## src/rtl/la_cmd_pkg.sv

```systemverilog
package la_cmd_pkg;
  localparam logic [7:0] OP_RESET = 8'h00;
  localparam logic [7:0] OP_RUN   = 8'h01;
  localparam logic [7:0] OP_IDENT = 8'h02;
  localparam logic [7:0] OP_META  = 8'h04;
  localparam logic [7:0] OP_DIV   = 8'h80;
  localparam logic [7:0] OP_FLAGS = 8'h82;

  typedef enum logic {REP_ID, REP_META} reply_e;
endpackage

```

## src/rtl/la_cmd_collector.sv

```systemverilog
module la_cmd_collector #(
  parameter int ARG_BYTES = 4,
  localparam int DATA_W = 8 * ARG_BYTES,
  localparam int CW = $clog2(ARG_BYTES + 1)
) (
  input  logic              clk_i,
  input  logic              rst_ni,
  input  logic [7:0]        byte_i,
  input  logic              valid_i,
  output logic              short_v_o,
  output logic              long_v_o,
  output logic [7:0]        op_o,
  output logic [DATA_W-1:0] arg_o
);
  logic [CW-1:0] cnt_q;

  always_ff @(posedge clk_i or negedge rst_ni) begin
    if (!rst_ni) begin
      cnt_q     <= '0;
      short_v_o <= 1'b0;
      long_v_o  <= 1'b0;
      op_o      <= '0;
      arg_o     <= '0;
    end else begin
      short_v_o <= 1'b0;
      long_v_o  <= 1'b0;
      if (valid_i) begin
        if (cnt_q == '0) begin
          op_o <= byte_i;
          if (byte_i[7]) cnt_q <= CW'(1);
          else           short_v_o <= 1'b1;
        end else begin
          // shift right so the first argument lands in the low byte
          arg_o <= {byte_i, arg_o[DATA_W-1:8]};
          if (cnt_q == CW'(ARG_BYTES)) begin
            cnt_q    <= '0;
            long_v_o <= 1'b1;
          end else begin
            cnt_q <= cnt_q + CW'(1);
          end
        end
      end
    end
  end
endmodule

```

## src/rtl/la_cmd_dispatch.sv

```systemverilog
module la_cmd_dispatch import la_cmd_pkg::*; #(
  parameter int DATA_W = 32,
  parameter int DIV_W  = 24,
  parameter int FLAG_W = 16
) (
  input  logic              short_v_i,
  input  logic              long_v_i,
  input  logic [7:0]        op_i,
  input  logic [DATA_W-1:0] arg_i,
  output logic              reg_we_o,
  output logic [7:0]        reg_addr_o,
  output logic [DATA_W-1:0] reg_data_o,
  output logic              run_o,
  output logic              core_reset_o,
  output logic              start_id_o,
  output logic              start_meta_o
);
  localparam logic [DATA_W-1:0] DIV_MASK  = {{(DATA_W-DIV_W){1'b0}},  {DIV_W{1'b1}}};
  localparam logic [DATA_W-1:0] FLAG_MASK = {{(DATA_W-FLAG_W){1'b0}}, {FLAG_W{1'b1}}};

  logic [DATA_W-1:0] mask;

  always_comb begin
    case (op_i)
      OP_DIV:   mask = DIV_MASK;
      OP_FLAGS: mask = FLAG_MASK;
      default:  mask = '1;
    endcase
  end

  assign reg_we_o     = long_v_i;
  assign reg_addr_o   = op_i;
  assign reg_data_o   = arg_i & mask;
  assign core_reset_o = short_v_i && (op_i == OP_RESET);
  assign run_o        = short_v_i && (op_i == OP_RUN);
  assign start_id_o   = short_v_i && (op_i == OP_IDENT);
  assign start_meta_o = short_v_i && (op_i == OP_META);
endmodule

```

## src/rtl/la_reply_tx.sv

```systemverilog
module la_reply_tx import la_cmd_pkg::*; #(
  parameter logic [31:0] MEM_BYTES = 32'h0000_6000,
  parameter logic [31:0] RATE_HZ   = 32'd100_000_000,
  parameter logic [7:0]  PROBES    = 8'd32,
  parameter logic [7:0]  VERSION   = 8'd2
) (
  input  logic       clk_i,
  input  logic       rst_ni,
  input  logic       start_id_i,
  input  logic       start_meta_i,
  input  logic       tx_ready_i,
  output logic [7:0] tx_data_o,
  output logic       tx_valid_o
);
  localparam int ID_LEN   = 4;
  localparam int META_LEN = 15;
  localparam int IW       = $clog2(META_LEN);

  logic          busy_q;
  reply_e        sel_q;
  logic [IW-1:0] idx_q;
  logic [IW-1:0] last_idx;

  function automatic logic [7:0] id_byte(input logic [1:0] i);
    case (i)
      2'd0:    return 8'h31;
      2'd1:    return 8'h53;
      2'd2:    return 8'h4C;
      default: return 8'h4F;
    endcase
  endfunction

  function automatic logic [7:0] meta_byte(input logic [IW-1:0] i);
    case (int'(i))
      0:       return 8'h21;
      1:       return MEM_BYTES[31:24];
      2:       return MEM_BYTES[23:16];
      3:       return MEM_BYTES[15:8];
      4:       return MEM_BYTES[7:0];
      5:       return 8'h23;
      6:       return RATE_HZ[31:24];
      7:       return RATE_HZ[23:16];
      8:       return RATE_HZ[15:8];
      9:       return RATE_HZ[7:0];
      10:      return 8'h40;
      11:      return PROBES;
      12:      return 8'h41;
      13:      return VERSION;
      default: return 8'h00;
    endcase
  endfunction

  assign last_idx   = (sel_q == REP_ID) ? IW'(ID_LEN - 1) : IW'(META_LEN - 1);
  assign tx_valid_o = busy_q;

  always_comb begin
    if (!busy_q)              tx_data_o = 8'h00;
    else if (sel_q == REP_ID) tx_data_o = id_byte(idx_q[1:0]);
    else                      tx_data_o = meta_byte(idx_q);
  end

  always_ff @(posedge clk_i or negedge rst_ni) begin
    if (!rst_ni) begin
      busy_q <= 1'b0;
      sel_q  <= REP_ID;
      idx_q  <= '0;
    end else if (!busy_q) begin
      // requests are only taken while idle, so a reply is never cut
      if (start_meta_i) begin
        busy_q <= 1'b1;
        sel_q  <= REP_META;
        idx_q  <= '0;
      end else if (start_id_i) begin
        busy_q <= 1'b1;
        sel_q  <= REP_ID;
        idx_q  <= '0;
      end
    end else if (tx_ready_i) begin
      if (idx_q == last_idx) busy_q <= 1'b0;
      else                   idx_q  <= idx_q + IW'(1);
    end
  end
endmodule

```

## src/rtl/la_cmd_decoder.sv

```systemverilog
module la_cmd_decoder #(
  parameter int          ARG_BYTES = 4,
  parameter int          DIV_W     = 24,
  parameter int          FLAG_W    = 16,
  parameter logic [31:0] MEM_BYTES = 32'h0000_6000,
  parameter logic [31:0] RATE_HZ   = 32'd100_000_000,
  parameter logic [7:0]  PROBES    = 8'd32,
  parameter logic [7:0]  VERSION   = 8'd2,
  localparam int DATA_W = 8 * ARG_BYTES
) (
  input  logic              clk_i,
  input  logic              rst_ni,
  input  logic [7:0]        rx_data_i,
  input  logic              rx_valid_i,
  input  logic              tx_ready_i,
  output logic [7:0]        tx_data_o,
  output logic              tx_valid_o,
  output logic              reg_we_o,
  output logic [7:0]        reg_addr_o,
  output logic [DATA_W-1:0] reg_data_o,
  output logic              run_o,
  output logic              core_reset_o
);
  logic              short_v, long_v, start_id, start_meta;
  logic [7:0]        op;
  logic [DATA_W-1:0] arg;

  la_cmd_collector #(.ARG_BYTES(ARG_BYTES)) u_collect (
    .clk_i    (clk_i),
    .rst_ni   (rst_ni),
    .byte_i   (rx_data_i),
    .valid_i  (rx_valid_i),
    .short_v_o(short_v),
    .long_v_o (long_v),
    .op_o     (op),
    .arg_o    (arg)
  );

  la_cmd_dispatch #(.DATA_W(DATA_W), .DIV_W(DIV_W), .FLAG_W(FLAG_W)) u_dispatch (
    .short_v_i   (short_v),
    .long_v_i    (long_v),
    .op_i        (op),
    .arg_i       (arg),
    .reg_we_o    (reg_we_o),
    .reg_addr_o  (reg_addr_o),
    .reg_data_o  (reg_data_o),
    .run_o       (run_o),
    .core_reset_o(core_reset_o),
    .start_id_o  (start_id),
    .start_meta_o(start_meta)
  );

  la_reply_tx #(.MEM_BYTES(MEM_BYTES), .RATE_HZ(RATE_HZ), .PROBES(PROBES), .VERSION(VERSION)) u_reply (
    .clk_i       (clk_i),
    .rst_ni      (rst_ni),
    .start_id_i  (start_id),
    .start_meta_i(start_meta),
    .tx_ready_i  (tx_ready_i),
    .tx_data_o   (tx_data_o),
    .tx_valid_o  (tx_valid_o)
  );
endmodule

```

## config.mk

```make
export PLATFORM = sky130hd
export DESIGN_NAME = la_cmd_decoder
export DESIGN_NICKNAME = d
export VERILOG_FILES = /design/src/rtl/la_cmd_pkg.sv /design/src/rtl/la_cmd_collector.sv /design/src/rtl/la_cmd_dispatch.sv /design/src/rtl/la_reply_tx.sv /design/src/rtl/la_cmd_decoder.sv
export SDC_FILE = /design/constraint.sdc
export NUM_CORES = 1
export LEC_CHECK = 0
export ABC_AREA = 1
export BUFFER_PORTS_ARGS = -buffer_cell sky130_fd_sc_hd__buf_4
export CAP_MARGIN = 20
export CORE_UTILIZATION = 49
export DETAILED_ROUTE_END_ITERATION = 16
export GPL_TIMING_DRIVEN = 0
export PLACE_DENSITY = 0.83
export SLEW_MARGIN = 0
export SYNTH_ARGS = -nofsm -noshare
export SYNTH_HDL_FRONTEND = slang
export SYNTH_HIERARCHICAL = 1
export SYNTH_SLANG_ARGS = --single-unit
```

## constraint.sdc

```tcl
create_clock -name clk_i -period 1.3 [get_ports clk_i]
set_input_delay 0.13 -clock clk_i [delete_from_list [all_inputs] [get_ports clk_i]]
set_output_delay 0.13 -clock clk_i [all_outputs]
set_load 0.02 [all_outputs]
```

# Word level (Yosys, flattened, before mapping)

Memories as Yosys holds them, arrays and structs flattened.
Index checks and enable logic that the tools add are counted.

Memory bits (read-only): 112
Memories kept: 1
Register bits after elaboration: 51
Input port bits: 12
Word-level logic and storage cells: 66
Output and inout port bits: 52

Memory list:

| memory          | depth | bits a word | read ports | clocked after Yosys merged registers in | write ports | line              | text |
|---|---|---|---|---|---|---|---|
| (no name shown) | 16    | 7           | 1          | 0                                       | 0           | la_reply_tx.sv:34 | `case (int'(i))` |

Multiplexer cells: 26
Bitwise operators: 3
Reductions and logical operators: 14
Eq/ne operators: 12
$add $sub $neg: 2

Operators by type and width:

| cell                                                | count |
|---|---|
| one-hot mux 32 bit (2 select lines)                 | 1 |
| bitwise AND 32 bit                                  | 1 |
| two-way mux 4 bit                                   | 6 |
| one-hot mux 7 bit (3 select lines)                  | 1 |
| equality test 8 bit, second input constant          | 2 |
| two-way mux 8 bit                                   | 2 |
| two-way mux 1 bit                                   | 13 |
| two-way mux 3 bit                                   | 3 |
| equality test 8 x 1 -> 1 bit, second input constant | 1 |
| equality test 8 x 2 -> 1 bit, second input constant | 1 |
| equality test 8 x 3 -> 1 bit, second input constant | 1 |
| zero test 8 bit                                     | 1 |
| AND reduction 2 bit                                 | 4 |
| != test 2 bit, second input constant                | 3 |
| adder 4 x 1 -> 4 bit, second input constant         | 1 |
| equality test 4 bit                                 | 1 |
| logical AND 1 bit                                   | 4 |
| adder 3 x 1 -> 3 bit, second input constant         | 1 |
| equality test 3 bit, second input constant          | 1 |
| zero test 3 bit                                     | 1 |
| AND reduction 3 bit                                 | 1 |
| nonzero test 3 bit                                  | 1 |
| equality test 2 x 1 -> 1 bit, second input constant | 1 |
| equality test 2 bit, second input constant          | 1 |
| other kinds (3)                                     | 4 |

# Depth between registers and ports, before layout

Depth in word-level cells: 5
Depth in mapped cells: 9
Gate-level depth less buffers: 9

# Cells and area by module

The synthesis kept the hierarchy.

Modules (own cells, without submodules):

| module           | area an instance (µm²) | sequential area each (µm²) | cells an instance | instances |
|---|---|---|---|---|
| la_cmd_collector | 1776.7                 | 1126.1                     | 185               | 1 |
| la_reply_tx      | 619.3                  | 150.1                      | 84                | 1 |
| la_cmd_dispatch  | 424.2                  | 0.0                        | 79                | 1 |

# Least setup slack after synthesis

Ideal clock, no wire load.

Kind: register to output
Start: register u_reply.idx_q[1]
End: output port tx_data_o[4]
Buffers on the path: 0
Arrival time: 1.436 ns
Setup slack: -0.266 ns
Required time: 1.170 ns
Stages on the path, launching flop included: 5
Path through: dfrtp_1 > inv_1 > ha_1 > nor2_1 > o31ai_1

Longest elaborated chain between the ends: 4
Elaborated cells between the ends (all ways): 7
Those cells by class: eq/ne: 2; mux: 3; reduce/logical: 1; memory: 1

RTL lines:

| item                                                        | line                 | text |
|---|---|---|
| from (decl)                                                 | la_reply_tx.sv:21    | `logic [IW-1:0] idx_q;` |
| from (signal assigned)                                      | la_reply_tx.sv:80    | `else idx_q <= idx_q + IW'(1);` |
| branches (longest 2 deep; another with memory (16 x 7 bit)) | --                   |  |
| two-way mux 8 bit *                                         | la_reply_tx.sv:58    | `else if (sel_q == REP_ID) tx_data_o = id_byte(idx_q[1:0]);` |
| two-way mux 8 bit *                                         | la_reply_tx.sv:57    | `if (!busy_q) tx_data_o = 8'h00;` |
| to (decl)                                                   | la_cmd_decoder.sv:16 | `output logic [7:0] tx_data_o,` |

Mark *: on every way between the ends.

# Worst setup path in the final report

Start: register u_reply.idx_q[1]
End: output port tx_data_o[5]

Same word-level chain as after synthesis.

==> impl_metrics.csv <==
group,metric,value,unit
placement,gp_congestion,0.903,
yosys,synth_mux_area_share,0,%
grt,grt_pass1_wl,12300,µm
yosys,synthSimpleGateAreaFrac,23.6,%
setup_path,max_stage_delay,490,ps
clock_tree,ctsHtreeMaxLevel,2,
yosys,ys_ff_latch,51,
yosys,yosysSeqAreaShare,45.3,%
cells_and_area,layout_common_cells,"buf_4, nand2_1, dfrtp_1",
yosys,yosys.area.top_type,"dfrtp_1",
clock_tree,cts-root-buf,"clkbuf_8",
yosys,synth_compound_area_share,10.3,%
power,p_leak,2.19,nW
placement,dpl_cell_area,3410,µm²
job,maxCapViolCount,0,
cells_and_area,drive_gt1_share,50.5,%
clock_tree,cts_tree,"built",
yosys,netlist_top_cells_area,"dfrtp_1, nand2_1, buf_4, inv_1, o21ai_0",
floorplan,die_width,77.9,µm
setup_path,crit_slowest_cell,"dfrtp_2",
floorplan,dieArea,6060,µm²
setup_path,cp_max_fo,6,
yosys,yosys.area.top_type_share,45.3,%
clock_tree,clkTransAtPathRegs,90,ps
yosys,synthAdderAreaFrac,4.88,%
sta,finalSetupViolCount,49,
setup_path,arrival,1670,ps
yosys,yosysWarnings,6,
grt,grt_max_degree,52,
grt,met3_usage,4.71,%
sta,tightest_slew,653,ps
floorplan,core,5540,µm²
yosys,synth_nets,371,
route,initialDrtViolationCount,302,
yosys,synthXorXnorAreaFrac,0,%
grt,grt_use_total,26.3,%
sta,hold_viol,0,
sta,setup_ws,-497,ps
cells_and_area,utilization,78.9,%
sta,fmax,0.557,GHz
setup_path,crit_required,1170,ps
power,total_power,11.6,mW
sta,finalCriticalPeriod,1800,ps
cells_and_area,final_area,4370,µm²
grt,overflow,0,
yosys,synth_top_family_by_area,"simple AND/OR/NAND/NOR gates",
route,firstDrtPassIters,5,
power,power_density,2660,nW/µm²
grt,grt_busiest_layer,"met2",
grt,grtUsageMet1,30.4,%
route,vias_per_cell,5.35,
sta,drv_slew,0,
yosys,syn_area,2820,µm²
sta,skew,8.60,ps
route,drt_wl_total,9190,µm
sta,finalCritPeriodShare,138,%
setup_path,critPathCaptureType,"output pin",
route,wire_per_inst,17.3,µm
setup_path,worstSetupPathType,"reg -> out",
run_status,violations,"negative setup slack",
placement,dpl.hpwl,4640,µm
sta,max-slew-margin-rel,56.4,%
cells_and_area,final_nets,482,
route,antenna_left,0,
floorplan,initial_core_util,50.9,%
floorplan,io_pins,64,
clock_tree,numCtsBuffers,5,
power,vdd_drop_max,1.73,mV
setup_path,cp_cell_sequence,"inv_4 > ha_4 > inv_2 > a21oi_1 > o21a_2 > buf_6",
yosys,synthCells,348,
route,vias,2841,
setup_path,cp-start-kind,"flop",
yosys,synth_area_per_cell,8.10,µm²
cells_and_area,insertedDiodeCount,0,
cells_and_area,synthToLayoutAreaGrowth,54.9,%
floorplan,rows,27,
yosys,ys_types,29,
worst_hold_path,hold_class,"in -> reg",
placement,io_buffer_count,63,
grt,grt_antenna_before_repair,0,
floorplan,die_height,77.9,µm
cells_and_area,mostFrequentLayoutCell,"buf_4",
clock_tree,clk_latency,320,ps
clock_tree,clockBufferDepth,2,
sta,rsz0062_at_grt,"yes",
sta,fin_tns_setup,-10420,ps
grt,grt_use_met2,48.5,%
grt,grt_pass1_vias,2607,
clock_tree,cts.sinks,51,
run_status,status,"complete, but fails checks",
route,drc,0,
cells_and_area,filler_cell_count,331,
-- critical path: cells and delay by family, from the launching register on --
family | cells | cell delay [ps]
AOI/OAI and AO/OA | 2 | 370
buffers and inverters | 3 | 300
DFF | 1 | 490
adders and majority gates | 1 | 170
-- Yosys cell counts (all sizes together) --
master / count
ha: 11
a21oi: 14
inv: 53
nand3b: 1
o21a: 1
nand4: 4
nand2: 72
buf: 33
o31ai: 1
o21ai: 34
a211oi: 1
nand3: 24
dfrtp: 51
nor2: 45
clkbuf: 1
o32ai: 1
nor3: 1
-- logic make-up (layout without fill, tap and decap cells) --
group,after synthesis,count (layout)
buf+inv,87,198
fa+ha+maj,11,11
flops,51,51
compound gates,52,52
simple gates,147,147
-- per-layer routing --
metal  part of all wire, %  vias to the layer above
met1                    37                     1370
met2                    53                      158
li1                      -                     1279
met4                   3.9                        0
met3                   5.9                       34
met5                     0                        -
-- final cells by class --
type | count | area, µm² | share of cell area (%)
Multi-Input combinational cell | 210 | 1460 | 33.4
Sequential cell | 51 | 1280 | 29.4
Timing Repair Buffer | 107 | 983 | 22.5
Buffer | 31 | 256 | 5.87
Inverter | 53 | 211 | 4.84
Tap cell | 72 | 90.1 | 2.06
Clock buffer | 6 | 82.6 | 1.89
Clock inverter | 1 | 5.00 | 0.115
-- sequential cells by signal (all words and copies together) (netlist names) --
signal,flops
u_reply/sel_q,1
u_collect/arg_o,32
u_reply/idx_q,4
u_collect/cnt_q,3
u_collect/op_o,8
u_reply/tx_valid_o,1
u_collect/short_v_o,1
u_collect/long_v_o,1
-- stage by stage --
stage | std cells | hold slack [ps] | setup WS (ps)
floorplan | 348 | -166 | -54.7
global placement | 483 | 183 | -187
detailed placement | 483 | 186 | -251
CTS | 521 | 101 | -393
global route | 531 | 88.4 | -529
finish | 531 | 81.5 | -497
-- power breakdown --
group	internal [mW]	switching, mW	total (mW)
registers	2.32	0.714	3.03
logic	3.61	4.05	7.66
clock network	0.419	0.537	0.956
-- timing repair --
item / CTS / global route
setup buffers: 28 / 14
resized for setup: 85 / 59
cloned: 1 / 1
pin swaps: 18 / 23
hold endpoints to repair: 52 / 0
hold buffers: 2 / 0
endpoints found under the setup margin: 74 / 57
-- final timing paths --
path	from	endpoint	slack, ps	cells past startpoint
min reg2reg	u_collect/arg_o[6]$_DFFE_PN0P_	u_collect/arg_o[6]$_DFFE_PN0P_	500	2
max reg2reg	u_collect/op_o[3]$_DFFE_PN0P_	u_reply/idx_q[1]$_DFFE_PN0P_	-270	10
max	u_reply/idx_q[1]$_DFFE_PN0P_	tx_data_o[5]	-500	6
min	tx_ready_i	u_reply/idx_q[0]$_DFFE_PN0P_	80	3
max in group asynchronous	rst_ni	u_reply/tx_valid_o$_DFF_PN0_	450	2
min in group asynchronous	rst_ni	u_collect/arg_o[31]$_DFFE_PN0P_	380	2
Power figures use the tool's default switching activity.
